===== src/rtl/otp_pkg.sv =====
package otp_pkg;

  localparam int unsigned NUM_BANKS_D = 8;
  localparam int unsigned WORDS_D     = 4;
  localparam int unsigned WORD_W_D    = 32;
  localparam int unsigned PER_W_D     = 8;
  localparam int unsigned RD_LAT_D    = 2;

  localparam logic [7:0] OFS_WIN  = 8'h20;
  localparam logic [7:0] OFS_CTL  = 8'h48;
  localparam logic [7:0] OFS_STS  = 8'h4C;
  localparam logic [7:0] OFS_ADR  = 8'h50;

  localparam int unsigned CTL_START_BIT = 2;
  localparam int unsigned CTL_PER_LSB   = 8;
  localparam int unsigned STS_DONE_BIT  = 4;

  typedef enum logic [1:0] {
    SEQ_IDLE  = 2'd0,
    SEQ_WAIT  = 2'd1,
    SEQ_FETCH = 2'd2
  } seq_state_t;

  function automatic logic [31:0] otp_fill(int unsigned idx);
    logic [31:0] k;
    k = 32'(idx + 1);
    return (k * 32'h01030507) ^ 32'h5A0000A5;
  endfunction

endpackage


===== src/rtl/otp_array_model.sv =====
module otp_array_model
  import otp_pkg::*;
#(
  parameter int unsigned DEPTH = NUM_BANKS_D * WORDS_D,
  parameter int unsigned DW    = WORD_W_D,
  parameter int unsigned LAT   = RD_LAT_D,
  localparam int unsigned AW   = $clog2(DEPTH)
) (
  input  logic          clk,
  input  logic          rst,
  input  logic          rd_en,
  input  logic [AW-1:0] rd_addr,
  output logic          rd_valid,
  output logic [DW-1:0] rd_data
);

  logic [DW-1:0] rom [DEPTH];
  logic [DW-1:0] dq  [LAT];
  logic [LAT-1:0] vq;

  initial begin
    for (int i = 0; i < DEPTH; i++) rom[i] = otp_fill(i);
  end

  always_ff @(posedge clk) begin
    if (rd_en) dq[0] <= rom[rd_addr];
  end

  always_ff @(posedge clk) begin
    if (rst) vq[0] <= 1'b0;
    else     vq[0] <= rd_en;
  end

  for (genvar s = 1; s < LAT; s++) begin : g_pipe
    always_ff @(posedge clk) begin
      dq[s] <= dq[s-1];
    end
    always_ff @(posedge clk) begin
      if (rst) vq[s] <= 1'b0;
      else     vq[s] <= vq[s-1];
    end
  end

  assign rd_valid = vq[LAT-1];
  assign rd_data  = dq[LAT-1];

endmodule


===== src/rtl/otp_period_timer.sv =====
module otp_period_timer
  import otp_pkg::*;
#(
  parameter int unsigned PER_W = PER_W_D
) (
  input  logic             clk,
  input  logic             rst,
  input  logic             load,
  input  logic [PER_W-1:0] period,
  output logic             expire
);

  logic [PER_W-1:0] cnt;
  logic             running;
  logic [PER_W-1:0] eff;

  assign eff    = (period == '0) ? PER_W'(1) : period;
  assign expire = running && (cnt == PER_W'(1));

  always_ff @(posedge clk) begin
    if (rst) begin
      cnt     <= '0;
      running <= 1'b0;
    end else if (load) begin
      cnt     <= eff;
      running <= 1'b1;
    end else if (running) begin
      if (cnt == PER_W'(1)) running <= 1'b0;
      else                  cnt     <= cnt - PER_W'(1);
    end
  end

  AST_TIMER_NONZERO: assert property (@(posedge clk) disable iff (rst)
    running |-> (cnt != '0));

endmodule


===== src/rtl/otp_fetch_seq.sv =====
module otp_fetch_seq
  import otp_pkg::*;
#(
  parameter int unsigned NUM_BANKS = NUM_BANKS_D,
  parameter int unsigned WORDS     = WORDS_D,
  parameter int unsigned DW        = WORD_W_D,
  parameter int unsigned PER_W     = PER_W_D,
  localparam int unsigned BANK_W   = $clog2(NUM_BANKS),
  localparam int unsigned WIDX_W   = $clog2(WORDS),
  localparam int unsigned AW       = BANK_W + WIDX_W
) (
  input  logic              clk,
  input  logic              rst,
  input  logic              start,
  input  logic [BANK_W-1:0] bank,
  input  logic [PER_W-1:0]  period,
  output logic              accept,
  output logic              busy,
  output logic              rd_en,
  output logic [AW-1:0]     rd_addr,
  input  logic              arr_valid,
  input  logic [DW-1:0]     arr_data,
  output logic              commit,
  output logic [WORDS*DW-1:0] win_flat
);

  seq_state_t        state;
  logic [WIDX_W-1:0] widx;
  logic [BANK_W-1:0] bank_q;
  logic [PER_W-1:0]  per_q;
  logic              latch;
  logic              last;
  logic              expire;
  logic              tmr_load;
  logic [PER_W-1:0]  tmr_period;
  logic [DW-1:0]     stage [WORDS];
  logic [DW-1:0]     win   [WORDS];

  assign busy       = (state != SEQ_IDLE);
  assign accept     = (state == SEQ_IDLE) && start;
  assign latch      = (state == SEQ_FETCH) && arr_valid;
  assign last       = (widx == WIDX_W'(WORDS - 1));
  assign commit     = latch && last;
  assign tmr_load   = accept || (latch && !last);
  assign tmr_period = accept ? period : per_q;

  otp_period_timer #(.PER_W(PER_W)) u_timer (
    .clk    (clk),
    .rst    (rst),
    .load   (tmr_load),
    .period (tmr_period),
    .expire (expire)
  );

  always_ff @(posedge clk) begin
    if (rst) begin
      state   <= SEQ_IDLE;
      widx    <= '0;
      bank_q  <= '0;
      per_q   <= '0;
      rd_en   <= 1'b0;
      rd_addr <= '0;
    end else begin
      rd_en <= 1'b0;
      case (state)
        SEQ_IDLE: begin
          if (start) begin
            state  <= SEQ_WAIT;
            widx   <= '0;
            bank_q <= bank;
            per_q  <= period;
          end
        end
        SEQ_WAIT: begin
          if (expire) begin
            state   <= SEQ_FETCH;
            rd_en   <= 1'b1;
            rd_addr <= {bank_q, widx};
          end
        end
        SEQ_FETCH: begin
          if (arr_valid) begin
            if (last) begin
              state <= SEQ_IDLE;
            end else begin
              state <= SEQ_WAIT;
              widx  <= widx + WIDX_W'(1);
            end
          end
        end
        default: state <= SEQ_IDLE;
      endcase
    end
  end

  always_ff @(posedge clk) begin
    if (latch) stage[widx] <= arr_data;
  end

  always_ff @(posedge clk) begin
    if (rst) begin
      for (int i = 0; i < WORDS; i++) win[i] <= '0;
    end else if (commit) begin
      for (int i = 0; i < WORDS - 1; i++) win[i] <= stage[i];
      win[WORDS-1] <= arr_data;
    end
  end

  for (genvar g = 0; g < WORDS; g++) begin : g_flat
    assign win_flat[g*DW +: DW] = win[g];
  end

  AST_REQ_SINGLE: assert property (@(posedge clk) disable iff (rst)
    rd_en |=> !rd_en);

  AST_VALID_IN_FETCH: assert property (@(posedge clk) disable iff (rst)
    arr_valid |-> (state == SEQ_FETCH));

  AST_WIN_HOLD: assert property (@(posedge clk) disable iff (rst)
    !commit |=> $stable(win_flat));

endmodule


===== src/rtl/otp_bank_reader.sv =====
module otp_bank_reader
  import otp_pkg::*;
#(
  parameter int unsigned NUM_BANKS = NUM_BANKS_D,
  parameter int unsigned WORDS     = WORDS_D,
  parameter int unsigned PER_W     = PER_W_D,
  parameter int unsigned RD_LAT    = RD_LAT_D,
  localparam int unsigned DW       = WORD_W_D,
  localparam int unsigned BANK_W   = $clog2(NUM_BANKS),
  localparam int unsigned WIDX_W   = $clog2(WORDS),
  localparam int unsigned AW       = BANK_W + WIDX_W,
  localparam int unsigned BANK_LSB = $clog2(WORDS * DW)
) (
  input  logic        clk,
  input  logic        rst,
  input  logic        ctl_we,
  input  logic [7:0]  ctl_addr,
  input  logic [31:0] ctl_wdata,
  input  logic [7:0]  ctl_raddr,
  output logic [31:0] ctl_rdata,
  input  logic [7:0]  win_raddr,
  output logic [31:0] win_rdata
);

  logic [PER_W-1:0] per_q;
  logic [2:0]       keep_hi;
  logic [1:0]       keep_lo;
  logic             start_q;
  logic             done_q;
  logic [31:0]      addr_q;

  logic             ctl_wr, sts_wr, adr_wr, ctl_start_wr;
  logic             accept, busy, commit;
  logic             rd_en, arr_valid;
  logic [AW-1:0]    rd_addr;
  logic [DW-1:0]    arr_data;
  logic [WORDS*DW-1:0] win_flat;

  assign ctl_wr       = ctl_we && (ctl_addr == OFS_CTL);
  assign sts_wr       = ctl_we && (ctl_addr == OFS_STS);
  assign adr_wr       = ctl_we && (ctl_addr == OFS_ADR);
  assign ctl_start_wr = ctl_wr && ctl_wdata[CTL_START_BIT];

  always_ff @(posedge clk) begin
    if (rst) begin
      per_q   <= '0;
      keep_hi <= '0;
      keep_lo <= '0;
      start_q <= 1'b0;
      done_q  <= 1'b0;
      addr_q  <= '0;
    end else begin
      if (ctl_wr) begin
        per_q   <= ctl_wdata[CTL_PER_LSB +: PER_W];
        keep_hi <= ctl_wdata[5:3];
        keep_lo <= ctl_wdata[1:0];
      end
      if (ctl_start_wr && !busy) start_q <= 1'b1;
      else if (accept)           start_q <= 1'b0;
      if (commit)      done_q <= 1'b1;
      else if (sts_wr) done_q <= done_q & ctl_wdata[STS_DONE_BIT];
      if (adr_wr) addr_q <= ctl_wdata;
    end
  end

  otp_fetch_seq #(
    .NUM_BANKS (NUM_BANKS),
    .WORDS     (WORDS),
    .DW        (DW),
    .PER_W     (PER_W)
  ) u_seq (
    .clk       (clk),
    .rst       (rst),
    .start     (start_q),
    .bank      (addr_q[BANK_LSB +: BANK_W]),
    .period    (per_q),
    .accept    (accept),
    .busy      (busy),
    .rd_en     (rd_en),
    .rd_addr   (rd_addr),
    .arr_valid (arr_valid),
    .arr_data  (arr_data),
    .commit    (commit),
    .win_flat  (win_flat)
  );

  otp_array_model #(
    .DEPTH (NUM_BANKS * WORDS),
    .DW    (DW),
    .LAT   (RD_LAT)
  ) u_array (
    .clk      (clk),
    .rst      (rst),
    .rd_en    (rd_en),
    .rd_addr  (rd_addr),
    .rd_valid (arr_valid),
    .rd_data  (arr_data)
  );

  logic [31:0] ctl_view;
  logic [31:0] sts_view;
  logic [7:0]  woff;
  logic        win_hit;

  always_comb begin
    ctl_view = '0;
    ctl_view[CTL_PER_LSB +: PER_W] = per_q;
    ctl_view[5:3]                  = keep_hi;
    ctl_view[CTL_START_BIT]        = start_q;
    ctl_view[1:0]                  = keep_lo;
    sts_view = '0;
    sts_view[STS_DONE_BIT] = done_q;
  end

  assign woff    = win_raddr - OFS_WIN;
  assign win_hit = (win_raddr >= OFS_WIN) && (woff < 8'(4 * WORDS)) && (woff[1:0] == 2'b00);

  always_ff @(posedge clk) begin
    if (rst) begin
      ctl_rdata <= '0;
      win_rdata <= '0;
    end else begin
      case (ctl_raddr)
        OFS_CTL: ctl_rdata <= ctl_view;
        OFS_STS: ctl_rdata <= sts_view;
        OFS_ADR: ctl_rdata <= addr_q;
        default: ctl_rdata <= '0;
      endcase
      if (win_hit) win_rdata <= win_flat[woff[2 +: WIDX_W]*DW +: DW];
      else         win_rdata <= '0;
    end
  end

  AST_START_SELF_CLEAR: assert property (@(posedge clk) disable iff (rst)
    (accept && !ctl_start_wr) |=> !start_q);

  AST_BUSY_START_IGNORED: assert property (@(posedge clk) disable iff (rst)
    (busy && !start_q && ctl_start_wr) |=> !start_q);

  AST_DONE_STICKY: assert property (@(posedge clk) disable iff (rst)
    (done_q && !(sts_wr && !ctl_wdata[STS_DONE_BIT])) |=> done_q);

  AST_DONE_ON_COMMIT: assert property (@(posedge clk) disable iff (rst)
    commit |=> done_q);

endmodule


===== config.mk =====
export PLATFORM = sky130hd
export DESIGN_NAME = otp_bank_reader
export DESIGN_NICKNAME = d
export VERILOG_FILES = /design/src/rtl/otp_pkg.sv /design/src/rtl/otp_array_model.sv /design/src/rtl/otp_period_timer.sv /design/src/rtl/otp_fetch_seq.sv /design/src/rtl/otp_bank_reader.sv
export SDC_FILE = /design/constraint.sdc
export NUM_CORES = 1
export LEC_CHECK = 0
export ABC_AREA = 1
export ABC_CLOCK_PERIOD_IN_PS = 13700
export BUFFER_PORTS_ARGS = -buffer_cell sky130_fd_sc_hd__buf_2
export CAP_MARGIN = 20
export CORE_MARGIN = 2
export CORE_UTILIZATION = 56
export CTS_CLUSTER_SIZE = 28
export DETAILED_ROUTE_END_ITERATION = 6
export HOLD_SLACK_MARGIN = 0.08
export PLACE_DENSITY = 0.75
export SLEW_MARGIN = 10
export SYNTH_ARGS = -nofsm -noshare
export SYNTH_HDL_FRONTEND = slang
export SYNTH_HIERARCHICAL = 1
export SYNTH_SLANG_ARGS = --single-unit
export TNS_END_PERCENT = 1

===== constraint.sdc =====
create_clock -name clk -period 13.7 [get_ports clk]
set_input_delay 0 -clock clk [delete_from_list [all_inputs] [get_ports clk]]
set_output_delay 0 -clock clk [all_outputs]
set_load 0.02 [all_outputs]

# Word level (Yosys, flattened, before mapping)
# Memory sizes are Yosys's and may differ from the RTL's. A register that Yosys moved wholly into a read port is not among the register bits.
# Cells that the tools add are included.
# op_classes
n_addsub	3
magnitude_cmp	2
eq_ne	15
n_shift	1
n_mux	38
n_bitwise	7
n_reduce_logical	30
# ops
op	n
2-to-1 mux 32 bit	4
variable part select 128 x 8 -> 32 bit	1
one-hot mux 32 bit (3 select lines)	1
== test 8 x 7 -> 1 bit, second input constant	6
2-to-1 mux 8 bit	5
2-to-1 mux 1 bit	18
logical AND 1 bit	12
2-to-1 mux 2 bit	6
2-to-1 mux 5 bit	2
nonzero test 2 bit	5
== test 8 x 1 -> 1 bit, second input constant	1
>= comparator 8 x 6 -> 1 bit, second input constant	1
logical NOT 8 bit	1
< comparator 8 x 5 -> 1 bit, second input constant	1
subtractor 8 x 1 -> 8 bit, second input constant	1
subtractor 8 x 6 -> 8 bit, second input constant	1
!= test 2 x 1 -> 1 bit, second input constant	3
one-hot mux 2 bit (3 select lines)	1
AND reduction 2 bit	3
== test 2 bit, second input constant	2
logical NOT 2 bit	2
!= test 2 bit, second input constant	2
OR 1 bit	4
one-hot mux 2 bit (2 select lines)	1
9 further kinds	12
# totals
ff_bits	143
ram_bits	320
romBits	928
in_bits	59
output_inout_bits	64
elab_cells	118
n_memories	4
# mem_list
memory	depth	width	read_ports	rd_ports_with_merged_regs	write_ports	line_no	text
u_array.rom	32	29	1	1	0	otp_array_model.sv:17	logic [DW-1:0] rom [DEPTH];
u_seq.stage	4	32	3	0	1	otp_fetch_seq.sv:36	logic [DW-1:0] stage [WORDS];
u_seq.win	4	32	4	0	4	otp_fetch_seq.sv:37	logic [DW-1:0] win [WORDS];
u_array.dq	2	32	2	0	2	otp_array_model.sv:18	logic [DW-1:0] dq [LAT];

# Logic depth before layout (Yosys ltp)
# depth
word_depth	7
depth_mapped	13
depth_no_buf	12

# By module
# Netlist, hierarchy kept.
# by_module_without_submodules
mod	n_inst	cells_each	area_each_um2	seq_area_each_um2
otp_fetch_seq	1	632	8833.5	7146.9
otp_bank_reader	1	785	5054.8	2222.1
otp_array_model	1	206	2219.6	1341.3
otp_period_timer	1	115	664.4	180.2

# Least setup slack after synthesis
# No wires, ideal clock.
# synth_timing
kind	register to register
from	register u_seq.widx[0]
to	memory u_seq/win[0][0] (netlist bit), enable pin
arrival_ns	9.578
t_required_ns	12.908
setup_slack_ns	3.330
path_stages_with_launch	4
n_path_buf	0
period_less_slack_ns	10.370
cell_sequence	dfxtp_1 -> ha_1 -> inv_1 -> o21ai_0
# synth_lines
element	line_no	text
from (decl)	otp_fetch_seq.sv:28	logic [WIDX_W-1:0] widx;
from (signal assigned)	otp_fetch_seq.sv:87	widx <= widx + WIDX_W'(1);
to (decl)	otp_fetch_seq.sv:37	

# Worst setup path in the final report
# layout_timing
from	input ctl_raddr[5]
to	register ctl_rdata[15]
# layout_between
elab_chain_len	2
word_cells_on_any_way	4
classes_between	3 x eq/ne; 1 x mux
# layout_lines
element	line_no	text
from (decl)	otp_bank_reader.sv:19	input logic [7:0] ctl_raddr,
== test 8 x 7 -> 1 bit	otp_bank_reader.sv:123	case (ctl_raddr)
one-hot mux 32 bit (3 select lines) *	otp_bank_reader.sv:123	
to (signal assigned)	otp_bank_reader.sv:124	OFS_CTL: ctl_rdata <= ctl_view;
to (signal assigned)	otp_bank_reader.sv:125	OFS_STS: ctl_rdata <= sts_view;
to (signal assigned)	otp_bank_reader.sv:126	OFS_ADR: ctl_rdata <= addr_q;
to (decl)	otp_bank_reader.sv:20	output logic [31:0] ctl_rdata,
# Every way passes the cells marked *; elsewhere a longest branch is shown, timed or not.
# A chain may end at the register's enable or synchronous reset.

==> flow_summary.yaml <==
worst_setup_path:
  critPathMaxStageDelay_ns: 0.77
  crit_type: "in -> reg"
  endpoint_kind: "register"
  cp-start-kind: "input pin"
  cpMostUsedCell: "dlygate4sd3_1"
  path_delay_family: "buffers and inverters"
  crit_chain: "dlygate4sd3_1 > buf_2 > inv_1 > nand2_1 > dlygate4sd3_1 > nor2_2 > dlygate4sd3_1 > nand3_1 > dlygate4sd3_1 > nand2_1 > dlygate4sd3_1 > inv_1 > nor2_1 > dlygate4sd3_1"
  cp.arrival_ns: 4.28
  critPathMaxFanout: 6
  path_buf_inv: 9
  critPathSlowestCell: "dlygate4sd3_1"
  critPathRequiredTime_ns: 14.19
routing:
  drt_first_pass_iters: 7
  drt-total-wl_um: 34100
  ant_nets: 0
  drtIter0Drc: 995
  route.detailed.drc: 1
  via_per_inst: 5.02
  vias: 11700
  wire_per_inst_um: 14.6
global_route:
  antenna_found_initial: 0
  grt_pass1_vias: 11700
  overflow: 0
  grt_usage_pct: 22.2
  grt_max_degree: 113
  grt_first_pass_wirelength_um: 55800
floorplanning:
  fp.dieW_um: 177
  row_count: 63
  core_area_um2: 29600
  num_io_pins: 123
  die_area_um2: 31400
  die_h_um: 177
  start_util_pct: 56.7
sta:
  drv_slew: 0
  setup_viol: 0
  tightest_slew_ns: 0.920
  setup-tns-final_ns: 0
  grt_setup_unrepaired: "false"
  post-route-min-period_ns: 3.79
  clock-skew-final_ns: 0.0179
  hold_viol_final: 0
  fmax_mhz: 264
  slew_headroom_pct: 38.6
  post-route-period-util_pct: 27.7
clock_tree:
  cts_buffer_depth: 3
  htreeDepth: 2
  clock_latency_ns: 0.55
  cts-root-buf: "clkbuf_16"
  cts_buffers: 43
  cts_resized: 0
  clock-sinks: 419
  clk_transition_reported_paths_ns: 0.06
  tritoncts: "done"
outcome:
  violations: "design-rule violations"
  outcome: "finished, violations left"
finish:
  post_route_cells_drive_above_1_share_pct: 12.2
  fin_util_pct: 66.7
  nets: 1986
  area_growth_pct: 17.6
  diodes: 0
  fillerInstances: 2098
  final_area_um2: 19700
power:
  power.density_nw_per_um2: 135
  vdd_drop_max_mv: 0.0976
  leakage_nw: 8.89
placement:
  placed_cell_area_um2: 17300
  gp_congestion: 0.891
  port_buffers: 122
  hpwlAfterDp_um: 18200
logic_synthesis:
  synth_top_family_by_area: "simple AND/OR/NAND/NOR gates"
  synth_simple_gate_area_share_pct: 17.6
  ys_types: 33
  synthMuxAreaShare_pct: 0
  postSynthCellCount: 1738
  synth_xor_area_share_pct: 0.157
  synth_area_um2: 16800
  syn_area_per_cell_um2: 9.65
  yosysWarnings: 6
  ys_seq_elements: 419
  synth_adder_area_share_pct: 1.42
  synth_seq_area_share_pct: 64.9
  synth_compound_area_share_pct: 4.92
run:
  drv_cap: 0
worst_hold_path:
  hold_path_class: "in -> reg"
## power breakdown
group	internal (mW)	switching, mW
sequential	1.35	0.0110
clock	0.681	0.484
combinational	0.0559	0.0929
## what timing repair did
action	CTS	global route
hold endpoints to repair	80	3
setup buffers	0	0
hold buffers	89	1
## path summary, 6_finish.rpt
kind                                             startpoint                             to  slack, ns  depth (start not counted)
worst max-delay path                           ctl_raddr[5]       ctl_rdata[15]$_SDFF_PP0_       9.91                         14
worst min-delay path                           win_raddr[1]       win_rdata[26]$_SDFF_PP0_       0.17                          6
worst max register to register   u_seq/widx[0]$_SDFFE_PP0P_  u_seq/win[0][5]$_SDFFCE_PN0P_      11.09                          6
worst min register to register  u_array/dq[0][17]$_DFFE_PP_      u_array/dq[0][46]$_DFF_P_       0.34                          0
## cell type report
class	count	area (um^2)	area share [%]
tap	390	488	2.47
inverter	296	1110	5.63
multi-input combinational	919	4090	20.7
sequential	419	10900	55.2
clock buffer	57	1200	6.09
timing repair buffer	229	1720	8.70
clock inverter	23	226	1.15
## worst register-to-register path, cell delays in order (launching register included)
cell and delay [ns]:
dfxtp_1 0.39, ha_1 0.21, inv_1 0.11, o21ai_4 0.15, buf_4 0.45, buf_4 0.63
buf_12 0.33
## cell usage in the layout, fill, tap and decap left out, types with 5 or more instances in the layout
master / count
nand2_2: 5
nand3_1: 85
a21oi_1: 30
nor2_2: 12
nand2_1: 214
inv_1: 291
nor2_1: 402
clkbuf_16: 45
edfxtp_1: 250
dlygate4sd3_1: 90
ha_1: 19
clkinv_2: 8
buf_2: 122
o21ai_1: 20
o21ai_0: 105
dfxtp_1: 169
buf_4: 12
clkbuf_1: 9
inv_2: 5
## metrics by stage
| step | hold slack [ns] | instances | worst slack, ns | total power, mW |
|---|---|---|---|---|
| finish | 0.173 | 2333 | 9.91 | 2.67 |
| global route | 0.191 | 2333 | 9.78 | 2.76 |
| CTS | 0.145 | 2328 | 10.10 | 2.68 |
| detailed placement | 0.321 | 2159 | 10.80 | 1.51 |
| global placement | 0.314 | 2158 | 10.89 | 1.51 |
| floorplan | 0.0691 | 1739 | 3.33 | 1.49 |
## state kept, by name, summed over array words and instances, names as in the netlist, 2 cells and up
signal and cells:
keep_hi 3, win_rdata 32, u_seq/rd_addr 5, u_seq/per_q 8
addr_q 32, u_seq/u_timer/cnt 8, u_seq/win 128, u_seq/state 2
keep_lo 2, u_seq/widx 2, ctl_rdata 32, u_array/dq 52
u_seq/stage 96, u_seq/bank_q 3, per_q 8
## synth_stat cells
cell type / instances / area [um^2]
buf_6: 10 / 113
and2_1: 1 / 6.26
nand4_1: 2 / 12.5
inv_1: 291 / 1090
nand2_1: 214 / 803
ha_1: 19 / 238
buf_1: 7 / 26.3
nand2_2: 6 / 37.5
xor2_1: 3 / 26.3
o21ai_0: 106 / 531
conb_1: 2 / 7.51
a21oi_1: 30 / 150
nor3b_2: 1 / 12.5
buf_2: 25 / 125
inv_2: 5 / 18.8
o21bai_1: 1 / 7.51
or2_1: 1 / 6.26
clkbuf_1: 19 / 71.3
nand3_4: 1 / 17.5
o22ai_1: 1 / 6.26
clkbuf_8: 8 / 110
or2_2: 1 / 6.26
buf_4: 36 / 270
dfxtp_1: 169 / 3380
nand3b_1: 3 / 22.5
o21ai_2: 1 / 8.76
nor2_2: 8 / 50.1
nor2_4: 3 / 33.8
nand3_1: 85 / 425
edfxtp_1: 250 / 7510
o21ai_1: 20 / 100
nor2_1: 406 / 1520
o211ai_1: 3 / 22.5
## logic make-up (layout without fill, tap and decap cells)
group / count (synthesis) / after routing
and+or+nand+nor: 732 / 732
DFF: 419 / 419
buffers and inverters: 401 / 605
AOI/OAI and AO/OA: 162 / 162
adders and majority gates: 19 / 19
xor gates and xnor gates: 3 / 3
other: 2 / 3
## routing by layer
metal	global-route usage [%]	part of all wire, %	vias to the layer above
met4	9.30	3.4	0
met2	39.9	51	440
li1	-	-	5733
met3	3.82	5.9	121
met5	0	0	-
met1	26.1	39	5417
No activity file was read; power rests on OpenSTA's default activity.
